### src/rtl/sar_adc_pkg.sv
// Package: shared types for the parallel SAR converter controller.
// Assumes: nothing beyond IEEE 1800-2017.
package sar_adc_pkg;

    // Controller sequencing states.
    typedef enum logic [2:0] {
        ST_IDLE   = 3'd0,
        ST_LEAD   = 3'd1,
        ST_PULSE  = 3'd2,
        ST_CONV   = 3'd3,
        ST_ACCESS = 3'd4
    } conv_state_e;

endpackage

### src/rtl/sar_ready_sync.sv
// Module: sar_ready_sync
// Brings the converter's asynchronous ready flag into the clock domain through
// STAGES flops and flags its rising edge for one cycle.
// Assumes: ready is high while the converter is idle, so flops reset to 1.
module sar_ready_sync #(
    parameter int STAGES = 2
) (
    input  logic clk,
    input  logic rst_n,
    input  logic ready_i,
    output logic rise_o
);
    localparam int LAST = STAGES - 1;

    logic [STAGES:0] sh_q;

    // Shift the raw flag through the synchroniser plus one history flop.
    always_ff @(posedge clk) begin
        if (!rst_n) sh_q <= '1;
        else        sh_q <= {sh_q[STAGES-1:0], ready_i};
    end

    assign rise_o = sh_q[LAST] & ~sh_q[STAGES];

    generate
        if (STAGES == 2) begin : g_chk2
            // an edge is only reported once the raw flag was high two cycles ago
            a_r11_rise_after_sync: assert property (@(posedge clk) disable iff (!rst_n)
                rise_o |-> $past(ready_i, 2));
        end
    endgenerate

endmodule

### src/rtl/sar_gap_timer.sv
// Module: sar_gap_timer
// Counts cycles since the last conversion trigger and reports when the next
// conversion may be launched, using the spacing count or, in free-running
// mode, the larger of spacing and rate.
// Assumes: trig_i is a one-cycle strobe on the cycle the trigger is driven.
module sar_gap_timer #(
    parameter int CNT_W = 12
) (
    input  logic             clk,
    input  logic             rst_n,
    input  logic             trig_i,
    input  logic             free_run_i,
    input  logic [CNT_W-1:0] t_space_i,
    input  logic [CNT_W-1:0] t_rate_i,
    output logic             gap_ok_o
);
    logic [CNT_W-1:0] elapsed_q;
    logic [CNT_W-1:0] limit;

    // Pick the active minimum distance.
    always_comb begin
        limit = t_space_i;
        if (free_run_i && (t_rate_i > t_space_i)) limit = t_rate_i;
    end

    // Saturating counter, restarted by each trigger, starts saturated.
    always_ff @(posedge clk) begin
        if (!rst_n)                 elapsed_q <= '1;
        else if (trig_i)            elapsed_q <= '0;
        else if (elapsed_q != '1)   elapsed_q <= elapsed_q + 1'b1;
    end

    assign gap_ok_o = (elapsed_q >= limit);

    // right after a trigger the next launch is blocked when spacing is above one
    a_r6_gap_restart: assert property (@(posedge clk) disable iff (!rst_n)
        (trig_i && (t_space_i > 1)) |=> (!gap_ok_o || !$stable(t_space_i)));

endmodule

### src/rtl/sar_conv_fsm.sv
// Module: sar_conv_fsm
// Sequences the converter's control lines: lead, convert pulse, wait for
// ready, bus access and capture. It holds one merged pending request and
// watches for a converter that never finishes.
// Assumes: ready rise comes synchronised; mode only changes while idle.
module sar_conv_fsm
    import sar_adc_pkg::*;
#(
    parameter int CNT_W  = 12,
    parameter int DATA_W = 12
) (
    input  logic                     clk,
    input  logic                     rst_n,
    input  logic                     start_req_i,
    input  logic                     free_run_i,
    input  logic                     reduced_pin_i,
    input  logic [CNT_W-1:0]         t_setup_i,
    input  logic [CNT_W-1:0]         t_pulse_i,
    input  logic [CNT_W-1:0]         t_access_i,
    input  logic [CNT_W-1:0]         t_timeout_i,
    input  logic                     gap_ok_i,
    input  logic                     ready_rise_i,
    input  logic [DATA_W-1:0]        adc_data_i,
    output logic                     cs_n_o,
    output logic                     rdconv_n_o,
    output logic                     trig_o,
    output logic signed [DATA_W-1:0] sample_data_o,
    output logic                     sample_valid_o,
    output logic                     timeout_o
);
    localparam int CW1 = CNT_W + 1;

    conv_state_e       state_q;
    logic [CNT_W-1:0]  cnt_q;
    logic              pend_q;
    logic              mode_q;
    logic              launch;
    logic              req_any;
    logic              lead_done;
    logic              pulse_done;
    logic              access_done;
    logic              tmo_hit;

    // True once the counter has covered lim cycles (zero acts as one).
    function automatic logic reached(input logic [CNT_W-1:0] c, input logic [CNT_W-1:0] lim);
        return ({1'b0, c} + CW1'(1)) >= {1'b0, lim};
    endfunction

    // Decode launch and phase ends.
    always_comb begin
        req_any     = pend_q | start_req_i;
        launch      = (state_q == ST_IDLE) && gap_ok_i && (req_any || free_run_i);
        lead_done   = (state_q == ST_LEAD)   && reached(cnt_q, t_setup_i);
        pulse_done  = (state_q == ST_PULSE)  && reached(cnt_q, t_pulse_i);
        access_done = (state_q == ST_ACCESS) && reached(cnt_q, t_access_i);
        tmo_hit     = (state_q == ST_CONV)   && !ready_rise_i && reached(cnt_q, t_timeout_i);
        trig_o      = (launch && reduced_pin_i) || lead_done;
    end

    // Hold one merged request until a launch consumes it.
    always_ff @(posedge clk) begin
        if (!rst_n)      pend_q <= 1'b0;
        else if (launch) pend_q <= 1'b0;
        else             pend_q <= req_any;
    end

    // Main sequencer driving the control lines and capture register.
    always_ff @(posedge clk) begin
        if (!rst_n) begin
            state_q        <= ST_IDLE;
            cnt_q          <= '0;
            mode_q         <= 1'b0;
            cs_n_o         <= 1'b1;
            rdconv_n_o     <= 1'b1;
            sample_data_o  <= '0;
            sample_valid_o <= 1'b0;
            timeout_o      <= 1'b0;
        end else begin
            sample_valid_o <= 1'b0;
            case (state_q)
                ST_IDLE: begin
                    cs_n_o <= ~reduced_pin_i;
                    mode_q <= reduced_pin_i;
                    cnt_q  <= '0;
                    if (launch) begin
                        timeout_o  <= 1'b0;
                        rdconv_n_o <= 1'b0;
                        if (reduced_pin_i) begin
                            cs_n_o  <= 1'b0;
                            state_q <= ST_PULSE;
                        end else begin
                            state_q <= ST_LEAD;
                        end
                    end
                end
                ST_LEAD: begin
                    cnt_q <= cnt_q + 1'b1;
                    if (lead_done) begin
                        cs_n_o  <= 1'b0;
                        cnt_q   <= '0;
                        state_q <= ST_PULSE;
                    end
                end
                ST_PULSE: begin
                    cnt_q <= cnt_q + 1'b1;
                    if (pulse_done) begin
                        rdconv_n_o <= 1'b1;
                        cs_n_o     <= ~mode_q;
                        cnt_q      <= '0;
                        state_q    <= ST_CONV;
                    end
                end
                ST_CONV: begin
                    cnt_q <= cnt_q + 1'b1;
                    if (ready_rise_i) begin
                        cs_n_o  <= 1'b0;
                        cnt_q   <= '0;
                        state_q <= ST_ACCESS;
                    end else if (tmo_hit) begin
                        timeout_o <= 1'b1;
                        state_q   <= ST_IDLE;
                    end
                end
                ST_ACCESS: begin
                    cnt_q <= cnt_q + 1'b1;
                    if (access_done) begin
                        sample_data_o  <= $signed(adc_data_i);
                        sample_valid_o <= 1'b1;
                        cs_n_o         <= ~mode_q;
                        state_q        <= ST_IDLE;
                    end
                end
                default: state_q <= ST_IDLE;
            endcase
        end
    end

    // chip select only falls after read/convert has been low a cycle already
    a_r2_lead_order: assert property (@(posedge clk) disable iff (!rst_n)
        ($fell(cs_n_o) && ($past(state_q) == ST_LEAD)) |-> (!rdconv_n_o && $past(!rdconv_n_o)));

    // bus stays disabled while a normal-mode conversion runs
    a_r4_bus_quiet: assert property (@(posedge clk) disable iff (!rst_n)
        ((state_q == ST_CONV) && !mode_q) |-> cs_n_o);

    // strobe never lasts two cycles
    a_r5_single_valid: assert property (@(posedge clk) disable iff (!rst_n)
        sample_valid_o |=> !sample_valid_o);

    // reduced-pin mode keeps chip select low through the whole sequence
    a_r9_cs_held: assert property (@(posedge clk) disable iff (!rst_n)
        (mode_q && (state_q != ST_IDLE)) |-> !cs_n_o);

    // the error flag is only raised out of the waiting state
    a_r10_timeout_src: assert property (@(posedge clk) disable iff (!rst_n)
        $rose(timeout_o) |-> ($past(state_q) == ST_CONV));

    // the convert pulse ends with read/convert released
    a_r3_pulse_end: assert property (@(posedge clk) disable iff (!rst_n)
        (($past(state_q) == ST_PULSE) && (state_q == ST_CONV)) |-> rdconv_n_o);

endmodule

### src/rtl/sar_adc_ctrl.sv
// Module: sar_adc_ctrl (top)
// Controller for an external parallel-output SAR converter: synchronises the
// ready flag, enforces spacing between conversions and sequences the
// control lines and data capture.
// Assumes: all timing inputs are quasi-static and change only while idle.
module sar_adc_ctrl #(
    parameter int CNT_W       = 12,
    parameter int DATA_W      = 12,
    parameter int SYNC_STAGES = 2
) (
    input  logic                     clk,
    input  logic                     rst_n,
    input  logic                     start_req,
    input  logic                     free_run,
    input  logic                     reduced_pin,
    input  logic [CNT_W-1:0]         t_setup,
    input  logic [CNT_W-1:0]         t_pulse,
    input  logic [CNT_W-1:0]         t_access,
    input  logic [CNT_W-1:0]         t_space,
    input  logic [CNT_W-1:0]         t_rate,
    input  logic [CNT_W-1:0]         t_timeout,
    input  logic                     adc_ready,
    input  logic [DATA_W-1:0]        adc_data,
    output logic                     adc_cs_n,
    output logic                     adc_rdconv_n,
    output logic signed [DATA_W-1:0] sample_data,
    output logic                     sample_valid,
    output logic                     timeout_err
);
    logic ready_rise;
    logic gap_ok;
    logic trig;

    sar_ready_sync #(.STAGES(SYNC_STAGES)) u_sync (
        .clk     (clk),
        .rst_n   (rst_n),
        .ready_i (adc_ready),
        .rise_o  (ready_rise)
    );

    sar_gap_timer #(.CNT_W(CNT_W)) u_gap (
        .clk        (clk),
        .rst_n      (rst_n),
        .trig_i     (trig),
        .free_run_i (free_run),
        .t_space_i  (t_space),
        .t_rate_i   (t_rate),
        .gap_ok_o   (gap_ok)
    );

    sar_conv_fsm #(.CNT_W(CNT_W), .DATA_W(DATA_W)) u_fsm (
        .clk            (clk),
        .rst_n          (rst_n),
        .start_req_i    (start_req),
        .free_run_i     (free_run),
        .reduced_pin_i  (reduced_pin),
        .t_setup_i      (t_setup),
        .t_pulse_i      (t_pulse),
        .t_access_i     (t_access),
        .t_timeout_i    (t_timeout),
        .gap_ok_i       (gap_ok),
        .ready_rise_i   (ready_rise),
        .adc_data_i     (adc_data),
        .cs_n_o         (adc_cs_n),
        .rdconv_n_o     (adc_rdconv_n),
        .trig_o         (trig),
        .sample_data_o  (sample_data),
        .sample_valid_o (sample_valid),
        .timeout_o      (timeout_err)
    );

    // outputs idle in the first cycle after reset
    a_r1_reset_idle: assert property (@(posedge clk)
        $past(!rst_n) |-> (adc_rdconv_n && !sample_valid && !timeout_err));

endmodule

### config.mk
export PLATFORM = sky130hd
export DESIGN_NAME = sar_adc_ctrl
export DESIGN_NICKNAME = d
export VERILOG_FILES = /design/src/rtl/sar_adc_pkg.sv /design/src/rtl/sar_ready_sync.sv /design/src/rtl/sar_gap_timer.sv /design/src/rtl/sar_conv_fsm.sv /design/src/rtl/sar_adc_ctrl.sv
export SDC_FILE = /design/constraint.sdc
export NUM_CORES = 1
export LEC_CHECK = 0
export BUFFER_PORTS_ARGS = -buffer_cell sky130_fd_sc_hd__buf_4
export CAP_MARGIN = 20
export CORE_MARGIN = 2
export CORE_UTILIZATION = 42
export CTS_BUF_LIST = sky130_fd_sc_hd__clkbuf_4
export DETAILED_ROUTE_END_ITERATION = 16
export PLACE_DENSITY = 0.68
export SLEW_MARGIN = 10
export SYNTH_ARGS = -nofsm -noshare
export SYNTH_HDL_FRONTEND = slang
export SYNTH_SLANG_ARGS = --single-unit
export TNS_END_PERCENT = 50
### constraint.sdc
create_clock -name clk -period 3.3 [get_ports clk]
set_input_delay 0.495 -clock clk [delete_from_list [all_inputs] [get_ports clk]]
set_output_delay 0.495 -clock clk [all_outputs]
set_load 0.01 [all_outputs]
# After elaboration in Yosys (flattened, before gate mapping)
# Index checks and enable logic that the tools add are counted.
[totals]
regBits = 48
out_inout_bits = 16
wordCells = 92
inputBits = 90
[classes]
mux = 29
add_sub_neg = 3
eq_ne = 13
bitwise = 6
reduce_logical = 24
order_cmp = 6
[ops]
columns = ["cell", "n"]
rows = [
  ["12-bit two-way mux", 6],
  ["12-bit one-hot mux with 5 select lines", 1],
  ["13-bit by 12-bit >= comparator with 1-bit output", 4],
  ["12-bit by 1-bit adder with 12-bit output, second input constant", 2],
  ["3-bit two-way mux", 6],
  ["3-bit one-hot mux with 5 select lines", 1],
  ["12-bit by 1-bit adder with 13-bit output, second input constant", 1],
  ["12-bit >= comparator", 1],
  ["12-bit > comparator", 1],
  ["12-bit inequality test, second input constant", 1],
  ["2-bit by 1-bit inequality test with 1-bit output, second input constant", 6],
  ["1-bit two-way mux", 11],
  ["5-bit AND reduction", 2],
  ["1-bit logical AND", 9],
  ["3-bit by 2-bit == test with 1-bit output, second input constant", 2],
  ["2-bit nonzero test", 3],
  ["1-bit one-hot mux with 5 select lines", 1],
  ["5-bit nonzero test", 1],
  ["1-bit NOT", 4],
  ["1-bit one-hot mux with 2 select lines", 2],
  ["2-bit AND reduction", 2],
  ["4-bit AND reduction", 1],
  ["3-bit by 1-bit == test with 1-bit output, second input constant", 1],
  ["3-bit == test, second input constant", 1],
  ["10 further kinds", 11],
]

# Depth between registers and ports, before layout
# Gate-level depths: netlist of run 1.
[depth]
depth_word = 9
depth_mapped = 20

# Hierarchy
# Synthesis of run 1 repeated with hierarchy kept, for this count alone.
[hier_totals]
hier_cells = 510
area_unflattened_um2 = 4125.2
[modules_own_cells]
columns = ["mod", "n_inst", "area_per_inst_um2", "cells_each", "seq_area_each_um2"]
rows = [
  ["sar_conv_fsm", 1, 2771.4, 351, 660.6],
  ["sar_gap_timer", 1, 1261.2, 152, 240.2],
  ["sar_ready_sync", 1, 92.6, 7, 60.1],
]

# Least setup slack after synthesis of run 1
# Ideal clock, no wire load.
[synth_timing]
kind = "input port to flip-flop"
from = "in t_space[5]"
to = "reg u_gap.elapsed_q[10]"
path_stages = 18
path_slack_ps = -310
n_path_buf = 2
arrival_ps = 3536
required_ps = 3226
path_cell_list = "inv_1 -> ha_1 -> a21o_1 -> a21o_1 -> a21oi_1 -> nor2_1 -> a2111oi_0 -> nor2_1 -> buf_2 -> mux2i_1 -> ha_1 -> a211oi_1 -> o211ai_1 -> a21oi_1 -> o21ai_2 -> a32o_1 -> clkbuf_2 -> o21ai_0"
[synth_between]
elab_chain_len = 9
elab_cells_between_ends = 10
classes_between = "order compare: 2; mux: 2; reduce/logical: 6"
[synth_rtl]
columns = ["item", "line", "source"]
rows = [
  ["from (decl)", "sar_adc_ctrl.sv:19", "input logic [CNT_W-1:0] t_space,"],
  ["12-bit > comparator", "sar_gap_timer.sv:23", "if (free_run_i && (t_rate_i > t_space_i)) limit = t_rate_i;"],
  ["1-bit logical AND", "sar_gap_timer.sv:23", ""],
  ["12-bit two-way mux (*)", "sar_gap_timer.sv:23", ""],
  ["12-bit >= comparator (*)", "sar_gap_timer.sv:33", "assign gap_ok_o = (elapsed_q >= limit);"],
  ["1-bit logical AND (*) (2 in series)", "sar_conv_fsm.sv:52", "launch = (state_q == ST_IDLE) && gap_ok_i && (req_any || free_run_i);"],
  ["1-bit logical AND (*)", "sar_conv_fsm.sv:57", "trig_o = (launch && reduced_pin_i) || lead_done;"],
  ["1-bit logical OR (*)", "sar_conv_fsm.sv:57", ""],
  ["12-bit two-way mux / 2-bit nonzero test (equally long branches)", "n/a", ""],
  ["to (signal assigned)", "sar_gap_timer.sv:30", "else if (elapsed_q != '1) elapsed_q <= elapsed_q + 1'b1;"],
  ["to (decl)", "sar_gap_timer.sv:17", "logic [CNT_W-1:0] elapsed_q;"],
]
# Mark *: on every way between the ends. The rest lies on a longest branch, timed or not.
# A chain may end at the register's enable or synchronous reset.

# Worst setup path after layout of run 1
[layout_timing]
from = "in t_space[1]"
to = "reg u_fsm.state_q[1]"
[layout_between]
elab_chain_len = 8
[layout_rtl]
columns = ["item", "line", "source"]
rows = [
  ["12-bit > comparator", "sar_gap_timer.sv:23", ""],
  ["1-bit logical AND", "sar_gap_timer.sv:23", ""],
  ["12-bit two-way mux (*)", "sar_gap_timer.sv:23", ""],
  ["12-bit >= comparator (*)", "sar_gap_timer.sv:33", ""],
  ["1-bit logical AND (*) (2 in series)", "sar_conv_fsm.sv:52", ""],
  ["2-bit by 1-bit inequality test with 1-bit output (no line) (*)", "n/a", ""],
  ["5-bit AND reduction (no line) (*)", "n/a", ""],
  ["to (signal assigned)", "sar_conv_fsm.sv:70", "state_q <= ST_IDLE;"],
  ["to (signal assigned)", "sar_conv_fsm.sv:90", "state_q <= ST_PULSE;"],
  ["to (signal assigned)", "sar_conv_fsm.sv:92", "state_q <= ST_LEAD;"],
  ["to (decl)", "sar_conv_fsm.sv:33", "conv_state_e state_q;"],
]
# Marks and branches as above.

==> impl_metrics.py, run 1 <==
metrics = {
    "clocking": {
        "cts_inserted_buffers": 5,
        "cts_tree": "yes",
        "ctsRootBufferMaster": "clkbuf_4",
        "clkTransAtPathRegs_ns": 0.13,
        "clock_path_buffers": 2,
        "numClockSinks": 48,
        "clk_latency_ns": 0.36,
        "h-tree-depth": 2,
    },
    "worst_setup_path": {
        "worstPathArrival_ns": 3.51,
        "crit_required_ns": 3.60,
        "worst_path_max_delay_cell": "a2111oi_2",
        "cp_max_fo": 5,
        "setup.worst_path.class": "input pin to register",
        "start_kind": "input pin",
        "path_buf_inv": 4,
        "path_cells": "buf_6, inv_4, ha_4, nor2b_1, o21ai_1, nand2b_1, a21oi_2, nor3_2, a2111oi_2, nor2_2, buf_4, mux2i_1, ha_1, o21ai_0, o21ai_0, a21oi_2, o21ai_2, inv_2, o21ai_1, nand2_1, a211oi_2",
        "cp_slowest_stage_delay_ns": 0.36,
        "crit_path_end_kind": "register",
        "critPathTopFamily": "compound AO/OA/AOI/OAI gates",
    },
    "synth": {
        "synth_cell_types": 58,
        "yosysWarningCount": 0,
        "netlist_instances": 509,
        "syn-num-nets": 673,
        "syn_avg_cell_area_um2": 8.279,
        "ys_seq_elements": 48,
        "synth_edf_count": 0,
        "ys_seq_area_share_pct": 22.80,
        "synthArstFlopShare_pct": 0,
        "synth_ff_type": "dfxtp_1",
        "syn_area_um2": 4214,
    },
    "global_routing": {
        "grt_max_degree": 44,
        "grt_first_pass_wirelength_um": 17750,
        "grt-ovfl-total": 0,
        "first_global_vias": 3971,
        "antenna_found_initial": 0,
        "grt_usage_pct": 19.32,
    },
    "die": {
        "ios": 106,
        "core_um2": 9774,
        "rows": 36,
        "start_util_pct": 43.11,
        "dieHeight_um": 104.2,
        "die_area_um2": 10850,
        "die_w_um": 104.2,
    },
    "drt": {
        "routed-wl-met3_um": 565,
        "wl_met1_um": 5200,
        "highest_layer": "met4",
        "drt_wl_total_um": 11130,
        "dr.first_iter.drc_count": 210,
        "ant_nets": 0,
        "vias_per_cell": 5.175,
        "met2_length_um": 5283,
        "wl_per_cell_um": 13.91,
        "dr.pass1.iters": 4,
        "vias": 4140,
        "remaining_drc_errors": 0,
    },
    "placement": {
        "dp_hpwl_um": 8822,
        "place.gp.congestion": 0.8358,
        "place_ws_ns": -0.3421,
        "placed_cells": 783,
        "dpl_cell_area_um2": 5505,
        "port_buffers": 105,
    },
    "power_and_ir_drop": {
        "ir_drop_uv": 331.7,
        "powerDensity_nw_per_um2": 394.7,
        "power.leakage_nw": 2.959,
        "power_w": 0.002349,
    },
    "timing": {
        "worst_pin_slew_ns": 0.9949,
        "max_freq_mhz": 311.5,
        "fin_hold_ws_ns": 0.3271,
        "drv_slew": 0,
        "setup_ws_ns": 0.08998,
        "fin_crit_ns": 3.210,
        "hold_violations": 0,
        "period_share_pct": 97.27,
        "slew_headroom_pct": 33.16,
        "rsz0062_at_grt": "yes",
        "setup_viol": 0,
        "fin_skew_ns": 0.005967,
    },
    "layout": {
        "diodes": 0,
        "synthToLayoutAreaGrowth_pct": 41.21,
        "layout.cells.non_filler": 800,
        "nets": 830,
        "final_area_um2": 5951,
        "drive_gt1_share_pct": 35.38,
    },
    "min_path": {
        "holdCritPathClass": "input pin to register",
    },
    "run_status": {
        "status": "finished, final reports clean",
    },
    "run": {
        "cap_violations": 0,
    },
}
-- report_power, final --
group | total [W] | internal [W] | switching (W)
combinational | 0.00119 | 0.000579 | 0.000608
sequential | 0.000815 | 0.000683 | 0.000132
clock | 0.000346 | 0.000158 | 0.000188
total | 0.00235 | 0.00142 | 0.000929
-- per-stage QoR --
step	util (%)	TNS [ns]
floorplan	-	0
finish	60.88	0
global route	60.88	-1.168
CTS	57.87	0
global placement	56.32	-5.095
detailed placement	56.32	-8.254
-- area by class of cell --
cell class / instances / area (um^2)
clock inverter: 3 / 42.54
clock buffer: 5 / 37.54
inverter: 65 / 246.5
timing repair buffer: 164 / 1262
tap: 133 / 166.4
multi-input combinational: 382 / 3224
fill: 840 / 3824
sequential: 48 / 970.9
-- kinds of logic after synthesis --
family,share of synthesized area (%)
AO/OA/AOI/OAI,18.82
XOR/XNOR,4.573
adder cells (fa/ha/maj),21.97
buffers and inverters,7.482
flip-flops,22.80
multiplexers,6.443
AND/OR/NAND/NOR,17.90
-- synthesized netlist by cell type, drive strengths merged (5+ instances only) --
master / number / area share [%]
nor2b: 18 / 2.7
nand2: 30 / 2.7
a21o: 10 / 1.8
nor2: 33 / 3.1
o21ai: 37 / 4.5
a211oi: 10 / 1.9
inv: 65 / 5.8
xor2: 9 / 1.9
ha: 74 / 22
buf: 6 / 0.86
o211ai: 5 / 1.1
clkbuf: 9 / 0.83
nand4: 9 / 1.5
a21oi: 22 / 2.6
nand2b: 9 / 1.3
nor3: 7 / 0.83
nand3: 19 / 2.6
mux2i: 26 / 6.2
dfxtp: 48 / 23
xnor2: 13 / 2.7
-- worst paths after layout --
| check | startpoint | end | slack, ns | cells past startpoint |
|---|---|---|---|---|
| worst min register to register | u_sync.sh_q[0] | u_sync.sh_q[1] | 0.43 | 1 |
| worst max register to register | u_fsm.cnt_q[1] | u_fsm.cnt_q[11] | 0.10 | 15 |
| worst min-delay path | adc_ready | u_sync.sh_q[0] | 0.33 | 2 |
| worst max-delay path | t_space[1] | u_fsm.state_q[1] | 0.09 | 21 |
-- worst reg2reg max path, cell delays in order (launching register included) --
cell      delay [ns]
dfxtp_4         0.40
nand3_2         0.09
inv_1           0.07
nand3_2         0.09
or2_4           0.27
nor2_2          0.19
xor2_2          0.25
ha_1            0.28
o21a_1          0.19
o21a_1          0.19
a211oi_2        0.29
a41oi_4         0.10
nor2_4          0.21
buf_6           0.13
o311ai_4        0.09
a311oi_1        0.29
-- metal layers --
metal	global-route usage, %	vias up
li1	-	2122
met1	26.01	1905
met2	32.85	105
met3	3.133	8
met4	3.571	0
met5	0	-
-- cell usage in the layout (no fill, tap or decap), drive strengths merged, types with 13 or more instances in the layout --
master | synthesis | layout
buf | 6 | 164
nand3 | 19 | 19
ha | 74 | 74
nor2 | 33 | 33
xnor2 | 13 | 13
inv | 65 | 65
nand2 | 30 | 30
nor2b | 18 | 18
o21ai | 37 | 37
a21oi | 22 | 22
mux2i | 26 | 26
dfxtp | 48 | 48
-- state kept, by name, indices dropped and copies added, names as in the netlist --
name / cells
u_fsm.state_q: 3
u_fsm.sample_valid_o: 1
u_fsm.mode_q: 1
u_sync.sh_q: 3
u_fsm.timeout_o: 1
u_gap.elapsed_q: 12
u_fsm.pend_q: 1
u_fsm.cnt_q: 12
u_fsm.sample_data_o: 12
u_fsm.cs_n_o: 1
u_fsm.rdconv_n_o: 1
-- repair_timing --
action,in CTS,in global routing
endpoints found under the setup margin,28,43
resized for setup,12,53
hold buffers,0,0
cloned,0,1
buffers inserted,1,7
pin swaps,2,37
Note: power is estimated with default switching activity, not from simulation.
==> inputs of run 2 (changes only) <==
--- a/config.mk
+++ b/config.mk
@@ -11,7 +11,7 @@
 export CORE_UTILIZATION = 42
 export CTS_BUF_LIST = sky130_fd_sc_hd__clkbuf_4
 export DETAILED_ROUTE_END_ITERATION = 16
-export PLACE_DENSITY = 0.68
+export PLACE_DENSITY = 0.65
 export SLEW_MARGIN = 10
 export SYNTH_ARGS = -nofsm -noshare
 export SYNTH_HDL_FRONTEND = slang
==> constraint.sdc (replaced) <==
create_clock -name clk -period 3.7 [get_ports clk]
set_input_delay 0.37 -clock clk [delete_from_list [all_inputs] [get_ports clk]]
set_output_delay 0.37 -clock clk [all_outputs]
set_load 0.01 [all_outputs]
==> impl_metrics.py, run 2 (synthesis results as in run 1) <==
metrics = {
    "run_status": {
        "status": "finished, final reports clean",
    },
    "worst_setup_path": {
        "timing.rr.end": "u_fsm.cnt_q[11]",
        "cp_max_fo": 5,
        "rrSetupSlack_ns": 0.26,
        "start_kind": "register",
        "regToRegStartpoint": "u_fsm.cnt_q[0]",
        "setup.worst_path.class": "register to register",
        "crit_required_ns": 3.98,
        "worstPathArrival_ns": 3.71,
        "crit_path_end_kind": "register",
        "reg2regPathDepth": 15,
    },
    "placement": {
        "place.gp.congestion": 0.9085,
        "dp_hpwl_um": 8426,
        "port_buffers": 105,
    },
    "timing": {
        "drv_slew": 0,
        "fin_skew_ns": 0.006156,
        "fin_crit_ns": 3.436,
        "worst_pin_slew_ns": 0.7574,
        "hold_violations": 0,
        "fin_hold_ws_ns": 0.1764,
        "slew_headroom_pct": 49.12,
        "setup_viol": 0,
        "period_share_pct": 92.88,
        "rsz0062_at_grt": "no",
        "max_freq_mhz": 291.0,
    },
    "layout": {
        "final_cell_mix": "buf_4, ha_1, inv_1",
        "multi_input_area_um2": 2962,
        "synthToLayoutAreaGrowth_pct": 27.88,
        "diodes": 0,
        "top_regs": "u_fsm.cnt_q: 12 flops, u_fsm.sample_data_o: 12 flops, u_gap.elapsed_q: 12 flops",
        "drive_gt1_share_pct": 24.53,
        "nets": 795,
        "seq_area_um2": 960.9,
        "layout_commonest_cell": "buf_4",
        "fillers": 925,
    },
    "global_routing": {
        "antenna_found_initial": 0,
        "first_global_vias": 4004,
        "grt_max_degree": 44,
        "grt-ovfl-total": 0,
        "grt_first_pass_wirelength_um": 17620,
        "grt_usage_pct": 19.20,
    },
    "drt": {
        "drt_wl_total_um": 10330,
        "vias_per_cell": 5.205,
        "routed-wl-met3_um": 663,
        "met2_length_um": 4678,
        "vias": 3982,
        "dr.pass1.iters": 4,
        "dr.first_iter.drc_count": 215,
        "ant_nets": 0,
        "highest_layer": "met4",
        "wl_per_cell_um": 13.51,
        "remaining_drc_errors": 0,
        "wl_met1_um": 4847,
    },
    "power_and_ir_drop": {
        "ir_drop_uv": 267.9,
        "power.leakage_nw": 2.729,
        "power_w": 0.001939,
        "powerDensity_nw_per_um2": 359.7,
    },
    "clocking": {
        "ctsRootBufferMaster": "clkbuf_4",
        "hold_buffers": 0,
        "numClockSinks": 48,
        "h-tree-depth": 2,
        "cts_tree": "yes",
        "clkTransAtPathRegs_ns": 0.13,
        "clock_path_buffers": 2,
        "clk_latency_ns": 0.37,
        "cts_inserted_buffers": 5,
    },
    "die": {
        "ios": 106,
        "core_um2": 9774,
        "start_util_pct": 43.11,
        "die_area_um2": 10850,
        "die_w_um": 104.2,
        "rows": 36,
        "dieHeight_um": 104.2,
    },
    "min_path": {
        "min_from": "adc_ready",
        "hold_depth": 2,
        "holdCritPathClass": "input pin to register",
        "min_to": "u_sync.sh_q[0]",
    },
    "run": {
        "cap_violations": 0,
    },
}
## run 2: cell count changes in the layout (fill, tap and decap cells not counted), moves of 5 or more
cell | before | now
buf_4 | 158 | 130
buf_6 | 5 | 0
o21ai_1 | 13 | 1
o21ai_0 | 21 | 35
## run 2: stage by stage
stage | area (um^2) | std cells | worst slack [ns] | TNS [ns] | util (%)
after global routing | 5389 | 765 | 0.02561 | 0 | 55.13
after detailed placement | 5255 | 753 | -0.09319 | -0.8829 | 53.76
final | 5389 | 765 | 0.2636 | 0 | 55.13
after global placement | 5255 | 753 | 0.05735 | 0 | 53.76
after floorplan | 4214 | 509 | 0.2149 | 0 | -
after CTS | 5335 | 761 | 0.2056 | 0 | 54.58
## run 2: layout make-up
| cell class | count | area share, % |
|---|---|---|
| Timing Repair Buffer | 130 | 18.11 |
| Multi-Input combinational cell | 381 | 54.96 |
| Clock buffer | 6 | 0.8358 |
| Sequential cell | 48 | 17.83 |
| Tap cell | 133 | 3.088 |
| Inverter | 65 | 4.528 |
| Clock inverter | 2 | 0.6501 |
## run 2: how the worst max path moves through the flow
stage                        start  cells after the start                 endpoint
floorplan               t_space[5]                     18      u_gap.elapsed_q[10]
global placement        t_space[5]                     18      u_gap.elapsed_q[10]
detailed placement      t_space[5]                     18       u_gap.elapsed_q[2]
CTS                 u_fsm.cnt_q[0]                     14  u_fsm.sample_data_o[11]
global route        u_fsm.cnt_q[0]                     15             u_fsm.cs_n_o
finish              u_fsm.cnt_q[0]                     15          u_fsm.cnt_q[11]
## run 2: where the power goes
part	switching (W)	internal [W]	total, W
registers	0.000115	0.000605	0.000720
logic	0.000472	0.000430	0.000902
clock network	0.000168	0.000149	0.000317
## run 2: what timing repair did
| item | 4_1_cts | 5_1_grt |
|---|---|---|
| setup endpoints to repair | 0 | 33 |
| setup buffers | 0 | 4 |
| gates resized for setup | 0 | 6 |
## run 2: critical path, cell delays in order (launching register included)
cell	delay, ns
dfxtp_1	0.44
ha_1	0.24
nand3_4	0.09
buf_4	0.16
inv_1	0.05
nand3_1	0.12
xnor2_1	0.28
ha_1	0.30
a211o_1	0.27
o211ai_2	0.08
o2111ai_2	0.17
a211oi_2	0.34
a41oi_4	0.08
o211ai_2	0.31
a21oi_1	0.14
a311oi_1	0.28
## run 2: routing by layer
metal / vias to the layer above / track usage, %
met3: 13 / 3.070
li1: 2044 / -
met1: 1802 / 26.06
met5: - / 0
met4: 0 / 5.019
met2: 123 / 31.72
==> inputs of run 3 (changes only) <==
--- a/config.mk
+++ b/config.mk
@@ -8,10 +8,11 @@
 export BUFFER_PORTS_ARGS = -buffer_cell sky130_fd_sc_hd__buf_4
 export CAP_MARGIN = 20
 export CORE_MARGIN = 2
-export CORE_UTILIZATION = 42
+export CORE_UTILIZATION = 55
 export CTS_BUF_LIST = sky130_fd_sc_hd__clkbuf_4
 export DETAILED_ROUTE_END_ITERATION = 16
-export PLACE_DENSITY = 0.65
+export PLACE_DENSITY = 0.82
+export SKIP_CTS_REPAIR_TIMING = 1
 export SLEW_MARGIN = 10
 export SYNTH_ARGS = -nofsm -noshare
 export SYNTH_HDL_FRONTEND = slang
==> constraint.sdc (replaced) <==
create_clock -name clk -period 3.6 [get_ports clk]
set_input_delay 0.36 -clock clk [delete_from_list [all_inputs] [get_ports clk]]
set_output_delay 0.36 -clock clk [all_outputs]
set_load 0.01 [all_outputs]
==> impl_metrics.py, run 3 (synthesis results as in run 1) <==
metrics = {
    "run_status": {
        "status": "finished, final reports clean",
    },
    "clocking": {
        "cts_inserted_buffers": 5,
        "h-tree-depth": 2,
        "clock_path_buffers": 2,
        "numClockSinks": 48,
        "clk_latency_ns": 0.35,
        "cts_tree": "yes",
        "clkTransAtPathRegs_ns": 0.13,
        "ctsRootBufferMaster": "clkbuf_4",
    },
    "layout": {
        "drive_gt1_share_pct": 24.76,
        "final_area_um2": 5314,
        "top_regs": "u_fsm.cnt_q: 12 flops, u_fsm.sample_data_o: 12 flops, u_gap.elapsed_q: 12 flops",
        "final_cell_mix": "buf_4, ha_1, inv_1",
        "utilization_pct": 72.49,
        "layout_commonest_cell": "buf_4",
        "synthToLayoutAreaGrowth_pct": 26.10,
        "nets": 793,
        "diodes": 0,
    },
    "worst_setup_path": {
        "path_depth": 14,
        "regToRegStartpoint": "u_fsm.cnt_q[0]",
        "crit_path_start": "u_fsm.cnt_q[0]",
        "reg2regPathDepth": 14,
        "path_cells": "nand3_1, inv_1, nand3_1, or2_1, nor2_1, xor2_2, ha_1, a211oi_1, o2111ai_1, a211oi_2, a41oi_4, or2_1, a311oi_1, a21o_1",
        "worstPathArrival_ns": 3.68,
        "cp_slowest_stage_delay_ns": 0.40,
        "critPathTopFamily": "compound AO/OA/AOI/OAI gates",
        "crit_path_end_kind": "register",
        "crit_required_ns": 3.91,
        "timing.rr.end": "u_fsm.cnt_q[7]",
        "rrSetupSlack_ns": 0.23,
        "start_kind": "register",
        "cp_max_fo": 6,
        "path_buf_inv": 1,
        "setup.worst_path.class": "register to register",
        "crit_end": "u_fsm.cnt_q[7]",
        "worst_path_max_delay_cell": "dfxtp_2",
    },
    "die": {
        "die_area_um2": 8378,
        "dieHeight_um": 91.53,
        "rows": 31,
        "ios": 106,
        "core_um2": 7331,
        "die_w_um": 91.53,
        "start_util_pct": 57.48,
    },
    "global_routing": {
        "grt_first_pass_wirelength_um": 17110,
        "grt_max_degree": 44,
        "grt_usage_pct": 24.14,
        "grt-ovfl-total": 0,
        "first_global_vias": 3919,
        "antenna_found_initial": 0,
    },
    "power_and_ir_drop": {
        "powerDensity_nw_per_um2": 358.6,
        "ir_drop_uv": 309.8,
        "power.leakage_nw": 2.692,
    },
    "timing": {
        "fin_skew_ns": 0.01129,
        "drv_slew": 0,
        "max_freq_mhz": 296.9,
        "hold_violations": 0,
        "worst_pin_slew_ns": 0.8186,
        "slew_headroom_pct": 45.35,
        "period_share_pct": 93.55,
        "setup_viol": 0,
        "final.setup.tns_ns": 0,
        "fin_crit_ns": 3.368,
        "setup_ws_ns": 0.2320,
    },
    "drt": {
        "drt_wl_total_um": 10010,
        "vias_per_cell": 5.527,
        "vias": 4029,
        "dr.pass1.iters": 4,
        "met2_length_um": 4694,
        "highest_layer": "met4",
        "routed-wl-met3_um": 637,
        "remaining_drc_errors": 0,
        "wl_met1_um": 4633,
        "dr.first_iter.drc_count": 215,
        "wl_per_cell_um": 13.73,
        "ant_nets": 0,
    },
    "run": {
        "cap_violations": 0,
    },
    "placement": {
        "dp_hpwl_um": 8044,
        "place.gp.congestion": 0.9004,
        "port_buffers": 105,
        "dpl_cell_area_um2": 5220,
        "place_ws_ns": -0.1474,
    },
    "min_path": {
        "holdCritPathClass": "input pin to register",
    },
}
-- run 3: power by group --
part | internal [W] | switching, W | total [W]
Clock | 0.0000720 | 0.000159 | 0.000231
Combinational | 0.000444 | 0.000489 | 0.000933
Sequential | 0.000623 | 0.000118 | 0.000741
Total | 0.00114 | 0.000767 | 0.00191
-- run 3: metal layers --
| layer | global-route usage [%] | vias to the layer above |
|---|---|---|
| met5 | 0 | - |
| met4 | 4.293 | 0 |
| met3 | 3.485 | 6 |
| met2 | 40.50 | 133 |
| met1 | 33.13 | 1846 |
| li1 | - | 2044 |
-- run 3: cell type report --
class | instances | area [um^2]
clock buffer | 5 | 37.54
clock inverter | 3 | 13.76
fill | 584 | 2017
inverter | 65 | 244.0
multi-input combinational | 381 | 2972
sequential | 48 | 962.2
tap | 99 | 123.9
timing repair buffer | 128 | 960.9
-- run 3: how the worst min path moves through the flow --
stage	start	endpoint	slack [ns]	cells after the start
2_1_floorplan	u_sync.sh_q[0]	u_sync.sh_q[1]	0.39	1
3_3_place_gp	u_sync.sh_q[0]	u_sync.sh_q[1]	0.39	1
4_1_cts	adc_ready	u_sync.sh_q[0]	0.17	2
6_report	adc_ready	u_sync.sh_q[0]	0.19	2
5_1_grt	adc_ready	u_sync.sh_q[0]	0.19	2
3_5_place_dp	u_sync.sh_q[0]	u_sync.sh_q[1]	0.40	1
-- run 3: through the flow --
stage / hold WS [ns] / total power, W / std cells
finish: 0.1911 / 0.001905 / 729
global route: 0.1856 / 0.002085 / 729
CTS: 0.1743 / 0.001889 / 728
detailed placement: 0.4010 / 0.001653 / 720
global placement: 0.3907 / 0.001606 / 720
floorplan: 0.3863 / 0.001347 / 509
